`config.mk`:
```
export PLATFORM = sky130hd
export DESIGN_NAME = pkt_route_node
export DESIGN_NICKNAME = d
export VERILOG_FILES = /design/src/rtl/pkt_route_pkg.sv /design/src/rtl/pkt_hdr_store.sv /design/src/rtl/pkt_pay_counter.sv /design/src/rtl/pkt_route_ctrl.sv /design/src/rtl/pkt_route_node.sv
export SDC_FILE = /design/constraint.sdc
export NUM_CORES = 1
export LEC_CHECK = 0
export BUFFER_PORTS_ARGS = -buffer_cell sky130_fd_sc_hd__buf_2
export CAP_MARGIN = 20
export CORE_MARGIN = 4
export CORE_UTILIZATION = 59
export CTS_BUF_LIST = sky130_fd_sc_hd__clkbuf_8
export CTS_CLUSTER_DIAMETER = 80
export DETAILED_ROUTE_END_ITERATION = 12
export PLACE_DENSITY = 0.81
export SLEW_MARGIN = 20
export SYNTH_ARGS = -nofsm -noshare
export SYNTH_HDL_FRONTEND = slang
export SYNTH_SLANG_ARGS = --single-unit
export TNS_END_PERCENT = 30
```
`constraint.sdc`:
```
create_clock -name clk -period 4 [get_ports clk]
set_input_delay 0 -clock clk [delete_from_list [all_inputs] [get_ports clk]]
set_output_delay 0 -clock clk [all_outputs]
set_load 0.01 [all_outputs]
```
`src/rtl/pkt_route_pkg.sv`:
```
package pkt_route_pkg;
  localparam int HDR_BYTES = 9;
  localparam int IDX_W     = 4;

  // header byte positions; the routing and field logic decode these
  localparam int POS_DID     = 1;
  localparam int POS_FID_HI  = 2;
  localparam int POS_FID_LO  = 3;
  localparam int POS_CMD     = 4;
  localparam int POS_LEN_HI  = 5;
  localparam int POS_LEN_LO  = 6;
  localparam int POS_ADDR_HI = 7;
  localparam int POS_ADDR_LO = 8;

  typedef enum logic [2:0] {
    ST_IDLE,
    ST_HDR,
    ST_REPLAY,
    ST_FWD,
    ST_LOC,
    ST_DROP
  } rt_state_e;
endpackage

```
`src/rtl/pkt_hdr_store.sv`:
```
module pkt_hdr_store
  import pkt_route_pkg::*;
#(
  parameter int NBYTES = HDR_BYTES
) (
  input  logic                         clk,
  input  logic                         rst_n,
  input  logic                         wr_en,
  input  logic [IDX_W-1:0]             wr_idx,
  input  logic [7:0]                   wr_data,
  input  logic [IDX_W-1:0]             rd_idx,
  output logic [NBYTES-1:0][7:0]       hdr_q,
  output logic [7:0]                   rd_data
);

  for (genvar g = 0; g < NBYTES; g++) begin : g_byte
    logic en;
    assign en = wr_en && (wr_idx == IDX_W'(g));
    always_ff @(posedge clk or negedge rst_n) begin
      if (!rst_n)  hdr_q[g] <= '0;
      else if (en) hdr_q[g] <= wr_data;
    end
  end

  always_comb begin
    rd_data = '0;
    for (int i = 0; i < NBYTES; i++) begin
      if (rd_idx == IDX_W'(i)) rd_data = hdr_q[i];
    end
  end

endmodule

```
`src/rtl/pkt_pay_counter.sv`:
```
module pkt_pay_counter #(
  parameter int W = 16
) (
  input  logic         clk,
  input  logic         rst_n,
  input  logic         load,
  input  logic [W-1:0] load_val,
  input  logic         dec,
  output logic         cnt_one,
  output logic         cnt_zero
);

  logic [W-1:0] cnt_q, cnt_d;

  always_comb begin
    cnt_d = cnt_q;
    if (load)     cnt_d = load_val;
    else if (dec) cnt_d = cnt_q - W'(1);
  end

  always_ff @(posedge clk or negedge rst_n) begin
    if (!rst_n) cnt_q <= '0;
    else        cnt_q <= cnt_d;
  end

  assign cnt_one  = (cnt_q == W'(1));
  assign cnt_zero = (cnt_q == '0);


  dec_nonzero_chk: assert property (@(posedge clk) disable iff (!rst_n)
    dec |-> !cnt_zero);

endmodule

```
`src/rtl/pkt_route_ctrl.sv`:
```
module pkt_route_ctrl
  import pkt_route_pkg::*;
#(
  parameter int         LEN_W   = 16,
  parameter int         MAX_PAY = 1024,
  parameter int         ERR_W   = 8,
  parameter logic [7:0] SOP_VAL = 8'hA5
) (
  input  logic             clk,
  input  logic             rst_n,
  input  logic [7:0]       node_id,
  input  logic             in_valid,
  input  logic [7:0]       in_data,
  input  logic             loc_ready,
  input  logic             fwd_ready,
  input  logic [7:0]       did,
  input  logic [LEN_W-1:0] pay_len,
  input  logic             cnt_one,
  output logic             in_ready,
  output logic             hdr_wr,
  output logic [IDX_W-1:0] hdr_idx,
  output logic             cnt_load,
  output logic             cnt_dec,
  output logic             loc_valid,
  output logic             loc_last,
  output logic             fwd_valid,
  output logic             fwd_from_hdr,
  output logic             fwd_last,
  output logic             hdr_pulse,
  output logic             len_err,
  output logic [ERR_W-1:0] err_cnt
);

  localparam logic [IDX_W-1:0] LAST_IDX = IDX_W'(HDR_BYTES - 1);
  localparam logic [LEN_W-1:0] MAX_LEN  = LEN_W'(MAX_PAY);

  rt_state_e        state_q, state_d;
  logic [IDX_W-1:0] idx_q, idx_d;
  logic             pulse_q, pulse_d;
  logic             lerr_q, lerr_d;
  logic [ERR_W-1:0] err_q, err_d;

  logic acc, hdr_done, over, match, empty_pay, is_sop;

  assign acc       = in_valid && in_ready;
  assign over      = pay_len > MAX_LEN;
  assign match     = (did == node_id);
  assign empty_pay = (pay_len == '0);
  assign is_sop    = (in_data == SOP_VAL);
  assign hdr_done  = (state_q == ST_HDR) && acc && (idx_q == LAST_IDX);

  always_comb begin
    unique case (state_q)
      ST_REPLAY: in_ready = 1'b0;
      ST_FWD:    in_ready = fwd_ready;
      ST_LOC:    in_ready = loc_ready;
      default:   in_ready = 1'b1;
    endcase
  end

  assign loc_valid    = (state_q == ST_LOC) && in_valid;
  assign loc_last     = (state_q == ST_LOC) && cnt_one;
  assign fwd_from_hdr = (state_q == ST_REPLAY);
  assign fwd_valid    = fwd_from_hdr || ((state_q == ST_FWD) && in_valid);
  assign fwd_last     = fwd_from_hdr ? ((idx_q == LAST_IDX) && empty_pay)
                                     : ((state_q == ST_FWD) && cnt_one);

  assign hdr_wr   = acc && (((state_q == ST_IDLE) && is_sop) || (state_q == ST_HDR));
  assign hdr_idx  = (state_q == ST_IDLE) ? '0 : idx_q;
  assign cnt_load = hdr_done;
  assign cnt_dec  = acc && ((state_q == ST_FWD) || (state_q == ST_LOC) || (state_q == ST_DROP));

  always_comb begin
    state_d = state_q;
    idx_d   = idx_q;
    pulse_d = hdr_done && !over && match;
    lerr_d  = lerr_q || (hdr_done && over);
    err_d   = err_q;
    unique case (state_q)
      ST_IDLE: begin
        if (acc && is_sop) begin
          state_d = ST_HDR;
          idx_d   = IDX_W'(1);
        end else if (acc && (err_q != '1)) begin
          err_d = err_q + ERR_W'(1);
        end
      end
      ST_HDR: begin
        if (acc) begin
          if (idx_q == LAST_IDX) begin
            idx_d = '0;
            if (over)           state_d = ST_DROP;
            else if (!match)    state_d = ST_REPLAY;
            else if (empty_pay) state_d = ST_IDLE;
            else                state_d = ST_LOC;
          end else begin
            idx_d = idx_q + IDX_W'(1);
          end
        end
      end
      ST_REPLAY: begin
        if (fwd_ready) begin
          if (idx_q == LAST_IDX) begin
            idx_d   = '0;
            state_d = empty_pay ? ST_IDLE : ST_FWD;
          end else begin
            idx_d = idx_q + IDX_W'(1);
          end
        end
      end
      default: begin
        if (acc && cnt_one) state_d = ST_IDLE;
      end
    endcase
  end

  always_ff @(posedge clk or negedge rst_n) begin
    if (!rst_n) begin
      state_q <= ST_IDLE;
      idx_q   <= '0;
      pulse_q <= 1'b0;
      lerr_q  <= 1'b0;
      err_q   <= '0;
    end else begin
      state_q <= state_d;
      idx_q   <= idx_d;
      pulse_q <= pulse_d;
      lerr_q  <= lerr_d;
      err_q   <= err_d;
    end
  end

  assign hdr_pulse = pulse_q;
  assign len_err   = lerr_q;
  assign err_cnt   = err_q;


  hdr_pulse_single_chk: assert property (@(posedge clk) disable iff (!rst_n)
    hdr_pulse |=> !hdr_pulse);


  len_err_sticky_chk: assert property (@(posedge clk) disable iff (!rst_n)
    len_err |=> len_err);


  err_cnt_step_chk: assert property (@(posedge clk) disable iff (!rst_n)
    (err_cnt != $past(err_cnt)) |-> (err_cnt == $past(err_cnt) + ERR_W'(1)));

endmodule

```
`src/rtl/pkt_route_node.sv`:
```
module pkt_route_node
  import pkt_route_pkg::*;
#(
  parameter int         LEN_W   = 16,
  parameter int         MAX_PAY = 1024,
  parameter int         ERR_W   = 8,
  parameter logic [7:0] SOP_VAL = 8'hA5
) (
  input  logic             clk,
  input  logic             rst_n,
  input  logic [7:0]       node_id,
  input  logic             in_valid,
  input  logic [7:0]       in_data,
  output logic             in_ready,
  output logic             loc_hdr_valid,
  output logic [15:0]      loc_func_id,
  output logic [7:0]       loc_cmd,
  output logic [LEN_W-1:0] loc_len,
  output logic [15:0]      loc_addr,
  output logic             loc_valid,
  output logic [7:0]       loc_data,
  output logic             loc_last,
  input  logic             loc_ready,
  output logic             fwd_valid,
  output logic [7:0]       fwd_data,
  output logic             fwd_last,
  input  logic             fwd_ready,
  output logic             len_err,
  output logic [ERR_W-1:0] sync_err_cnt
);

  logic [1:0] rst_pipe_q;
  logic       rst_n_s;

  always_ff @(posedge clk or negedge rst_n) begin
    if (!rst_n) rst_pipe_q <= 2'b00;
    else        rst_pipe_q <= {rst_pipe_q[0], 1'b1};
  end
  assign rst_n_s = rst_pipe_q[1];

  logic                      hdr_wr, cnt_load, cnt_dec, cnt_one, cnt_zero, fwd_from_hdr;
  logic [IDX_W-1:0]          hdr_idx;
  logic [HDR_BYTES-1:0][7:0] hdr_q;
  logic [7:0]                hdr_rd;
  logic [LEN_W-1:0]          pay_len;

  pkt_hdr_store #(.NBYTES(HDR_BYTES)) u_store (
    .clk     (clk),
    .rst_n   (rst_n_s),
    .wr_en   (hdr_wr),
    .wr_idx  (hdr_idx),
    .wr_data (in_data),
    .rd_idx  (hdr_idx),
    .hdr_q   (hdr_q),
    .rd_data (hdr_rd)
  );

  assign pay_len = LEN_W'({hdr_q[POS_LEN_HI], hdr_q[POS_LEN_LO]});

  pkt_pay_counter #(.W(LEN_W)) u_cnt (
    .clk      (clk),
    .rst_n    (rst_n_s),
    .load     (cnt_load),
    .load_val (pay_len),
    .dec      (cnt_dec),
    .cnt_one  (cnt_one),
    .cnt_zero (cnt_zero)
  );

  pkt_route_ctrl #(
    .LEN_W   (LEN_W),
    .MAX_PAY (MAX_PAY),
    .ERR_W   (ERR_W),
    .SOP_VAL (SOP_VAL)
  ) u_ctrl (
    .clk          (clk),
    .rst_n        (rst_n_s),
    .node_id      (node_id),
    .in_valid     (in_valid),
    .in_data      (in_data),
    .loc_ready    (loc_ready),
    .fwd_ready    (fwd_ready),
    .did          (hdr_q[POS_DID]),
    .pay_len      (pay_len),
    .cnt_one      (cnt_one),
    .in_ready     (in_ready),
    .hdr_wr       (hdr_wr),
    .hdr_idx      (hdr_idx),
    .cnt_load     (cnt_load),
    .cnt_dec      (cnt_dec),
    .loc_valid    (loc_valid),
    .loc_last     (loc_last),
    .fwd_valid    (fwd_valid),
    .fwd_from_hdr (fwd_from_hdr),
    .fwd_last     (fwd_last),
    .hdr_pulse    (loc_hdr_valid),
    .len_err      (len_err),
    .err_cnt      (sync_err_cnt)
  );

  assign loc_func_id = {hdr_q[POS_FID_HI], hdr_q[POS_FID_LO]};
  assign loc_cmd     = hdr_q[POS_CMD];
  assign loc_len     = pay_len;
  assign loc_addr    = {hdr_q[POS_ADDR_HI], hdr_q[POS_ADDR_LO]};
  assign loc_data    = in_data;
  assign fwd_data    = fwd_from_hdr ? hdr_rd : in_data;


  fwd_hold_chk: assert property (@(posedge clk) disable iff (!rst_n_s)
    (fwd_valid && !fwd_ready) |=> (fwd_valid && $stable(fwd_data)));


  replay_stall_chk: assert property (@(posedge clk) disable iff (!rst_n_s)
    (fwd_valid && !in_valid) |-> !in_ready);

endmodule

```
**Word-level counts from Yosys, hierarchy flattened**

Index checks and enable logic that the tools add are counted.

- Add/subtract/negate cells: 3
- $lt $le $gt $ge: 1
- Eq/ne operators: 23
- Mux-type cells: 31
- Bitwise operators: 1
- Reductions and logical operators: 41

Operators by type and width:

| cell | number |
|---|---|
| $mux W8 | 10 |
| $mux W16 | 2 |
| $mux W3 | 9 |
| $logic_and A1 B1 Y1 | 26 |
| $mux W4 | 5 |
| $eq A16 B1 Y1 const B | 1 |
| $eq A4 B3 Y1 const B | 4 |
| $gt A16 B11 Y1 const B | 1 |
| $logic_not A16 Y1 | 1 |
| $sub A16 B1 Y16 const B | 1 |
| $pmux W4 S3 | 1 |
| $pmux W3 S3 | 1 |
| $add A8 B1 Y8 const B | 1 |
| $eq A4 B2 Y1 const B | 2 |
| $eq A4 B4 Y1 const B | 2 |
| $eq A8 B8 Y1 | 1 |
| $eq A8 B8 Y1 const B | 1 |
| $ne A8 B8 Y1 const B | 1 |
| $eq A3 B2 Y1 const B | 2 |
| $eq A3 B3 Y1 const B | 2 |
| $ne A2 B1 Y1 const B | 3 |
| $reduce_and A6 Y1 | 1 |
| $logic_or A1 B1 Y1 | 5 |
| $add A4 B1 Y4 const B | 1 |
| other kinds (15) | 16 |

- Register bits: 107

**Logic depth before layout (Yosys ltp)**

Gate-level depths: netlist of the first run.

- Depth after elaboration: 13
- Mapped depth: 8
- Mapped depth without buffers: 7

**Cells and area by module**

From an unflattened synthesis of the first run, not the netlist that was laid out.

- Cells, all modules: 538
- Area total of the unflattened synthesis: 6114.6 µm²

By module, submodules not included:

| module | times used | cells an instance | area each (µm²) | seq. area each (µm²) |
|---|---|---|---|---|
| pkt_hdr_store | 1 | 269 | 3597.2 | 1801.7 |
| pkt_route_ctrl | 1 | 147 | 1323.8 | 425.4 |
| pkt_pay_counter | 1 | 102 | 948.4 | 400.4 |
| pkt_route_node | 1 | 20 | 245.2 | 50.0 |

**Least setup slack after synthesis of the first run**

OpenSTA, ideal clock, no wires.

- Path type: register -> register
- Start: register u_ctrl.state_q[2]
- End: register u_store.hdr_q[64] in the netlist's numbering
- Arrival time: 2.240 ns
- Data required time: 3.875 ns
- Path slack: 1.635 ns
- Cell stages (with the launch flop): 7
- Path buffers: 1
- Period minus slack after synthesis: 2.365 ns
- Cell sequence: dfrtp_1 -> nor4b_1 -> or4_4 -> or3_1 -> buf_2 -> nor3_4 -> mux2_2

- Cells in the longest elaborated chain, start to end: 5

RTL lines:

| element | line | source |
|---|---|---|
| from (decl) | pkt_route_ctrl.sv:37 | `rt_state_e state_q, state_d;` |
| from (signal assigned) | pkt_route_ctrl.sv:125 | `state_q <= state_d;` |
| $eq A3 B3 Y1, or another cell as far along | pkt_route_ctrl.sv:53 | `unique case (state_q)` |
| $pmux W1 S3 or $logic_and A1 B1 Y1 (tied branches) | pkt_route_ctrl.sv:53, pkt_route_ctrl.sv:68 |  |
| $logic_and A1 B1 Y1 or $logic_or A1 B1 Y1 (tied branches) | pkt_route_ctrl.sv:45, pkt_route_ctrl.sv:68 |  |
| $logic_and A1 B1 Y1 | pkt_route_ctrl.sv:68 | `assign hdr_wr = acc && (((state_q == ST_IDLE) && is_sop) \|\| (state_q == ST_HDR));` |
| $logic_and A1 B1 Y1 * | pkt_hdr_store.sv:18 | `assign en = wr_en && (wr_idx == IDX_W'(g));` |
| to (signal, indexed assignment) | pkt_hdr_store.sv:21 | `else if (en) hdr_q[g] <= wr_data;` |
| to (decl) | pkt_hdr_store.sv:12 | `output logic [NBYTES-1:0][7:0] hdr_q,` |

Every way passes the cells marked *; elsewhere a longest branch is shown, timed or not.
A chain may end at the register's enable or synchronous reset.

**Worst setup path after layout of the first run**

- Start: register u_ctrl.state_q[0]
- End: register u_store.hdr_q[63] in the netlist's numbering

Same word-level chain as after synthesis.

==> results of run 1 <==
## power breakdown
group | internal (W) | switching, W | total [W]
Combinational | 0.000955 | 0.00125 | 0.00220
Clock | 0.000358 | 0.000373 | 0.000731
Sequential | 0.00142 | 0.000423 | 0.00184
## final timing paths
check | endpoint | start | slack (ns) | depth (start not counted)
hold / removal | u_store.hdr_q[61] | in_data[5] | 0.06 | 2
min in group asynchronous | u_store.hdr_q[63] | rst_pipe_q[1] | 0.22 | 0
setup / recovery | u_store.hdr_q[63] | u_ctrl.state_q[0] | 0.92 | 5
setup reg to reg | u_store.hdr_q[63] | u_ctrl.state_q[0] | 0.92 | 5
max in group asynchronous | u_store.hdr_q[18] | rst_pipe_q[1] | 3.10 | 1
hold reg to reg | u_store.hdr_q[63] | rst_pipe_q[1] | 0.22 | 0
## registers in the layout (all words and copies together) (netlist names)
| name | flops |
|---|---|
| rst_pipe_q | 2 |
| u_ctrl.state_q | 3 |
| u_ctrl.err_cnt | 8 |
| u_ctrl.idx_q | 4 |
| u_ctrl.hdr_pulse | 1 |
| u_store.hdr_q | 72 |
| u_ctrl.len_err | 1 |
| u_cnt.cnt_q | 16 |
## cell type report
cell class	instances	area, sq um
fillers	823	3610
flip-flops and latches	107	2680
well taps	136	170
clock buffers	13	179
inverters	11	41.3
repair buffers	116	628
multi-input cells	398	2970
clock inverters	3	43.8
## metrics by stage
stage | total power (W) | hold slack (ns) | cells | utilization
2_1_floorplan | 0.00349 | -0.296 | 605 | -
5_1_grt | 0.00507 | 0.0516 | 784 | 0.650
4_1_cts | 0.00474 | 0.0350 | 783 | 0.648
6_report | 0.00478 | 0.0551 | 784 | 0.650
3_5_place_dp | 0.00400 | -0.212 | 765 | 0.624
3_3_place_gp | 0.00392 | -0.214 | 765 | 0.624
## Yosys cell counts, types with 6 or more instances
cell / n / area (sq um)
dfrtp_1: 107 / 2680
mux2_2: 74 / 833
buf_4: 65 / 488
nand2_1: 35 / 131
a21oi_1: 33 / 165
nor2_1: 26 / 97.6
clkbuf_1: 20 / 75.1
o21ai_0: 17 / 85.1
nor3_1: 15 / 75.1
mux2i_1: 14 / 140
nand3_1: 13 / 65.1
o22ai_1: 12 / 75.1
nor4_1: 11 / 68.8
inv_1: 9 / 33.8
o211ai_1: 9 / 67.6
xnor2_1: 9 / 78.8
xor2_1: 9 / 78.8
and3_1: 7 / 43.8
nor2b_1: 7 / 43.8
o2bb2ai_1: 6 / 52.6
## routing by layer
layer  part of all wire  vias to the layer above  global-route usage
met1               0.42                     2478               0.362
li1                   -                     2235                   -
met5                  0                        -                   0
met3              0.092                       39              0.0562
met2               0.47                      288               0.428
met4              0.026                        0               0.103
## cell usage in the layout, fill, tap and decap left out, types with 5 or more instances in the layout
cell type and n:
inv_1 9, clkbuf_8 13, nand3_1 13, o22ai_1 12
buf_4 6, o2bb2ai_1 6, a21oi_1 33, and3_1 7
nor3_1 15, or2_2 5, o21ai_0 17, o211ai_1 9
or3_1 5, mux2i_1 14, xor2_1 9, nor3b_1 5
dfrtp_1 106, mux2_2 74, nor4_1 11, buf_2 107
xnor2_1 9, nand2_1 35, nor2_1 26, ha_1 5
nor2b_1 7
## logic make-up (layout without fill, tap and decap cells)
logic type	Yosys count	after routing	synth area share
AO/OA/AOI/OAI	126	126	0.139
XOR/XNOR	18	18	0.0251
adder cells (fa/ha/maj)	5	5	0.00997
buffers and inverters	100	143	0.100
flip-flops	107	107	0.427
multiplexers	89	89	0.159
other	1	1	0.000597
AND/OR/NAND/NOR	159	159	0.140
==> results.md, run 1 <==
* Outcome: finished, final reports clean
* MaxCap Viol Count at 0
* Critical path's top delay family: simple AND/OR/NAND/NOR gates
* Initial antenna violation count at 0
* Fin crit period at between 3 and 4 ns
* Layout Skew at 0.0117 ns
* Pwr dens at 712 mW/mm^2
* Period utilization at 0.770
* Critical path capture point type: flip-flop
* Netlist cell types at a little over 70
* # IOs at 108
* Core area at between 0.01 and 0.015 sq mm
* Rows at 37
* DRT Wirelength at 16.7 mm
* Fmax achieved at between 300 and 400 MHz
* Cell area after layout at 0.00671 sq mm
* Fraction of layout cells with a size suffix above 1 at 0.355
* Detailed placement HPWL at roughly 12 mm
* First-pass GRT wire length at 26.5 mm
* I/O Buffers at 107
* H-tree depth at 3
* Crit path launch type: flip-flop
* Final Max Slew Viols at 0
* DRT iter0 DRCs at 560
* Initial core utilization at 0.608
* Worst Path Required at 4.28 ns
* Yosys warning count at 0
* Clk buf depth at 2
* Hold_buf cts at 2
* Placer Congestion at just under 1
* Unrepaired setup endpoints after global routing: no
* Clk sinks at 107
* Grt ovf at 0
* Mapped Nets at about 630
* Reg clk slew, reported paths at roughly 0.1 ns
* Number of cells produced by synthesis at just over 600
* Layout Nets at 669
* CTS Buf Count at 9
* Total number of vias at 5,040
* Post-CTS Setup Inserts at 0
* Root buf cell: clkbuf_8
* Syn Area/Cell at just over 10 sq um
* Largest net degree at the start of global routing at 78
* GRT Overall Usage at 0.269
* Die area at 0.0124 sq mm
* Post-Route Setup TNS at 0 ns
* Worst slack, placed at 1.09 ns
* Post-route ant nets at 0
* Number of synthesized flops with an enable pin at 0
* Worst-Margin Slew at 1.03 ns
* Main flop type after synthesis: dfrtp_1
* Skew-Pair Late Insertion Delay at 0.39 ns
* Asr flop ratio synth at 1.00
* Number of global-route vias before repair at approximately 5,000
* Syn-to-layout area delta at 6.94%
* WP buf/inv at 0
* CTS tree: built
* Crit path arrival time at 3.36 ns
* Post-Place Cell Area at 0.00644 sq mm
* Number of diodes at 0
* CP peak stage delay at roughly 0.7 ns
* Mapped cell area at 0.00628 sq mm
* Hold Fails Final Rpt at 0
* Critical path class: flip-flop to flip-flop
* Relative slew slack at 0.306
* Die height at 111 um
* VDD IR max at 0.421 mV
* Register bit total from synthesis at around 110
* Worst hold path type: primary input to flip-flop
* DR WL/cell at 21.3 um
* Sequential area share after synthesis at 0.427
* Vias per std cell at 6.43
* Slowest-stage cell, CP: dfrtp_1
* Crit-path max FO at 18
* First-pass DRT Iterations at 5
* Chip width at 111 um
* Final WS setup at 0.921 ns
* Leak pwr at approximately 3.2 nW
* Drt drc at 0
* Post-cts resize count at 0
* Worst path cell trace: or3_1 -> nand2_1 -> nor4_2 -> nand3_1 -> mux2_2
* Setup violators final at 0
Note: power is estimated with default switching activity, not from simulation.
==> run 2: changes to the inputs <==
- CORE_UTILIZATION: 59 -> 53
- PLACE_DENSITY: 0.81 -> 0.77
- clock period: 4 -> 2.48 ns (I/O delays scaled with it)
==> run 2 against run 1 <==
Design area up 5.4%; final cell count up 6.1%; core utilization down 3.6 points; largest power group unchanged; combinational power up 90%; clock power up 36%; critical path depth up 3; critical endpoint is now fwd_data[2].
==> results.md, run 2 (same netlist as run 1, synthesis figures left out) <==
* Post-Place Cell Area at 0.00670 sq mm
* Fin crit period at approximately 2.4 ns
* Initial core utilization at 0.545
* M1 wire length at 7.19 mm
* Post-Route Setup TNS at 0 ns
* CTS Buf Count at 9
* Largest register by flop count: u_store.hdr_q
* Layout Nets at 711
* Core area at 0.0115 sq mm
* Placer Congestion at 0.934
* VDD IR max at 0.592 mV
* Leak pwr at between 3 and 4 nW
* Relative slew slack at 0.580
* First-pass DRT Iterations at 7
* Critical path capture point type: output port
* Vias per std cell at 6.23
* Worst hold path type: primary input to flip-flop
* GRT Overall Usage at 0.266
* Crit-path max FO at 12
* CTS tree: built
* Pwr dens at 1130 mW/mm^2
* Worst reg-to-reg path cell count at 8
* DRT iter0 DRCs at 446
* Clk sinks at around 110
* DR top layer: met4
* Initial antenna violation count at 0
* Number of diodes at 0
* # IOs at 108
* Critical path class: flip-flop to output port
* Detailed placement HPWL at 12.6 mm
* Flop-to-flop setup slack at roughly 0.09 ns
* Final WS setup at 0.0550 ns
* Root buf cell: clkbuf_8
* Largest net degree at the start of global routing at between 60 and 70
* Setup violators final at 0
* Final Max Slew Viols at 0
* Worst-Margin Slew at 0.625 ns
* Hold path depth at 3
* Chip width at around 120 um
* Hold Fails Final Rpt at 0
* Layout Skew at approximately 0.016 ns
* Clk buf depth at 2
* Cell area after layout at 0.00708 sq mm
* Worst slack, placed at -0.0494 ns
* Slowest-stage cell, CP: dfrtp_1
* Unrepaired setup endpoints after global routing: yes
* Grt ovf at 0
* CP peak stage delay at 0.41 ns
* H-tree depth at 3
* Crit path launch type: flip-flop
* Hold Path Sink: u_store.hdr_q[68]
* Rows at 39
* Most common cell after layout, fill and taps aside: buf_2
* Crit path arrival time at 2.43 ns
* Fmax achieved at 412 MHz
* Post-route ant nets at 0
* Period utilization at 0.978
* Die area at 0.0136 sq mm
* Worst path cell trace: buf_4 -> o31ai_2 -> buf_4 -> o22ai_1 -> a221oi_2 -> o22ai_1 -> a21oi_1 -> buf_2
* DR WL/cell at 20.8 um
* WL met2 at 7.86 mm
* First-pass GRT wire length at 27.6 mm
* Max reg flops at 72
* Die height at 117 um
* DR WL met3 at 1.52 mm
* Skew-Pair Late Insertion Delay at 0.39 ns
* Reg2reg end: u_store.hdr_q[32]
* Total number of vias at 5,180
* Hold Slack at between 0.09 and 0.1 ns
* Syn-to-layout area delta at 12.8%
* Outcome: finished, final reports clean
* Number of global-route vias before repair at ~5,100
* Reg-to-Reg Start: u_ctrl.state_q[1]
* Drt drc at 0
* I/O Buffers at roughly 110
* MaxCap Viol Count at 0
* Reg clk slew, reported paths at 0.10 ns
* Worst Path Required at 2.48 ns
* DRT Wirelength at 17.3 mm
* Most frequent cells in the layout: 107 x buf_2, 106 x dfrtp_1, 74 x mux2_2
* Hold_sp: in_data[4]
* Fraction of layout cells with a size suffix above 1 at 0.411
-- run 2: cell types whose count changed in the layout (fill, tap and decap cells not counted), sizes merged --
cell / change
buf: +41
bufinv: -1
clkbuf: -2
clkinv: -1
clkinvlp: +1
dlygate4sd3: +1
inv: +2
-- run 2: power breakdown --
| group | internal [W] | switching, W |
|---|---|---|
| Clock | 0.000407 | 0.000586 |
| Sequential | 0.00230 | 0.000552 |
| Combinational | 0.00189 | 0.00228 |
| Total | 0.00459 | 0.00341 |
-- run 2: through the flow --
stage           util  instances  total power [W]
4_1_cts        0.605        828          0.00780
5_1_grt        0.615        832          0.00857
3_5_place_dp   0.581        803          0.00671
2_1_floorplan      -        605          0.00563
6_report       0.615        832          0.00801
3_3_place_gp   0.581        803          0.00659
-- run 2: routing by layer --
metal,vias to the layer above,GRT usage
li1,2328,-
met1,2513,0.376
met2,282,0.399
met3,57,0.0452
met4,0,0.134
met5,-,0
-- run 2: area by class of cell --
class	count	area, sq um
fillers	943	4440
multi-input cells	398	3050
flip-flops and latches	107	2680
repair buffers	158	953
well taps	143	179
clock buffers	11	151
inverters	11	41.3
clock inverters	4	20.0
-- run 2: what timing repair did --
action	CTS	global route
endpoints found under the setup margin	15	23
endpoints found under the hold margin	4	0
setup buffers	7	4
hold buffers	3	0
pin swaps	4	9
gates resized for setup	6	21
-- run 2: worst max path at each step --
stage / from / to / slack, ns
4_1_cts: u_ctrl.state_q[1] / fwd_data[1] / -0.008
6_report: u_ctrl.state_q[0] / fwd_data[2] / 0.05
5_1_grt: u_ctrl.state_q[2] / fwd_data[5] / -0.02
3_5_place_dp: u_ctrl.state_q[2] / u_store.hdr_q[67] / -0.05
3_3_place_gp: u_ctrl.state_q[2] / u_store.hdr_q[71] / 0.03
2_1_floorplan: u_ctrl.state_q[2] / u_store.hdr_q[64] / 0.12
-- run 2: worst max-delay path, delay by kind of cell, from the launching register on --
kind                   cells  cell delay, ns
AO/OA/AOI/OAI              5            1.09
buffers and inverters      3            0.54
flip-flops                 1            0.41
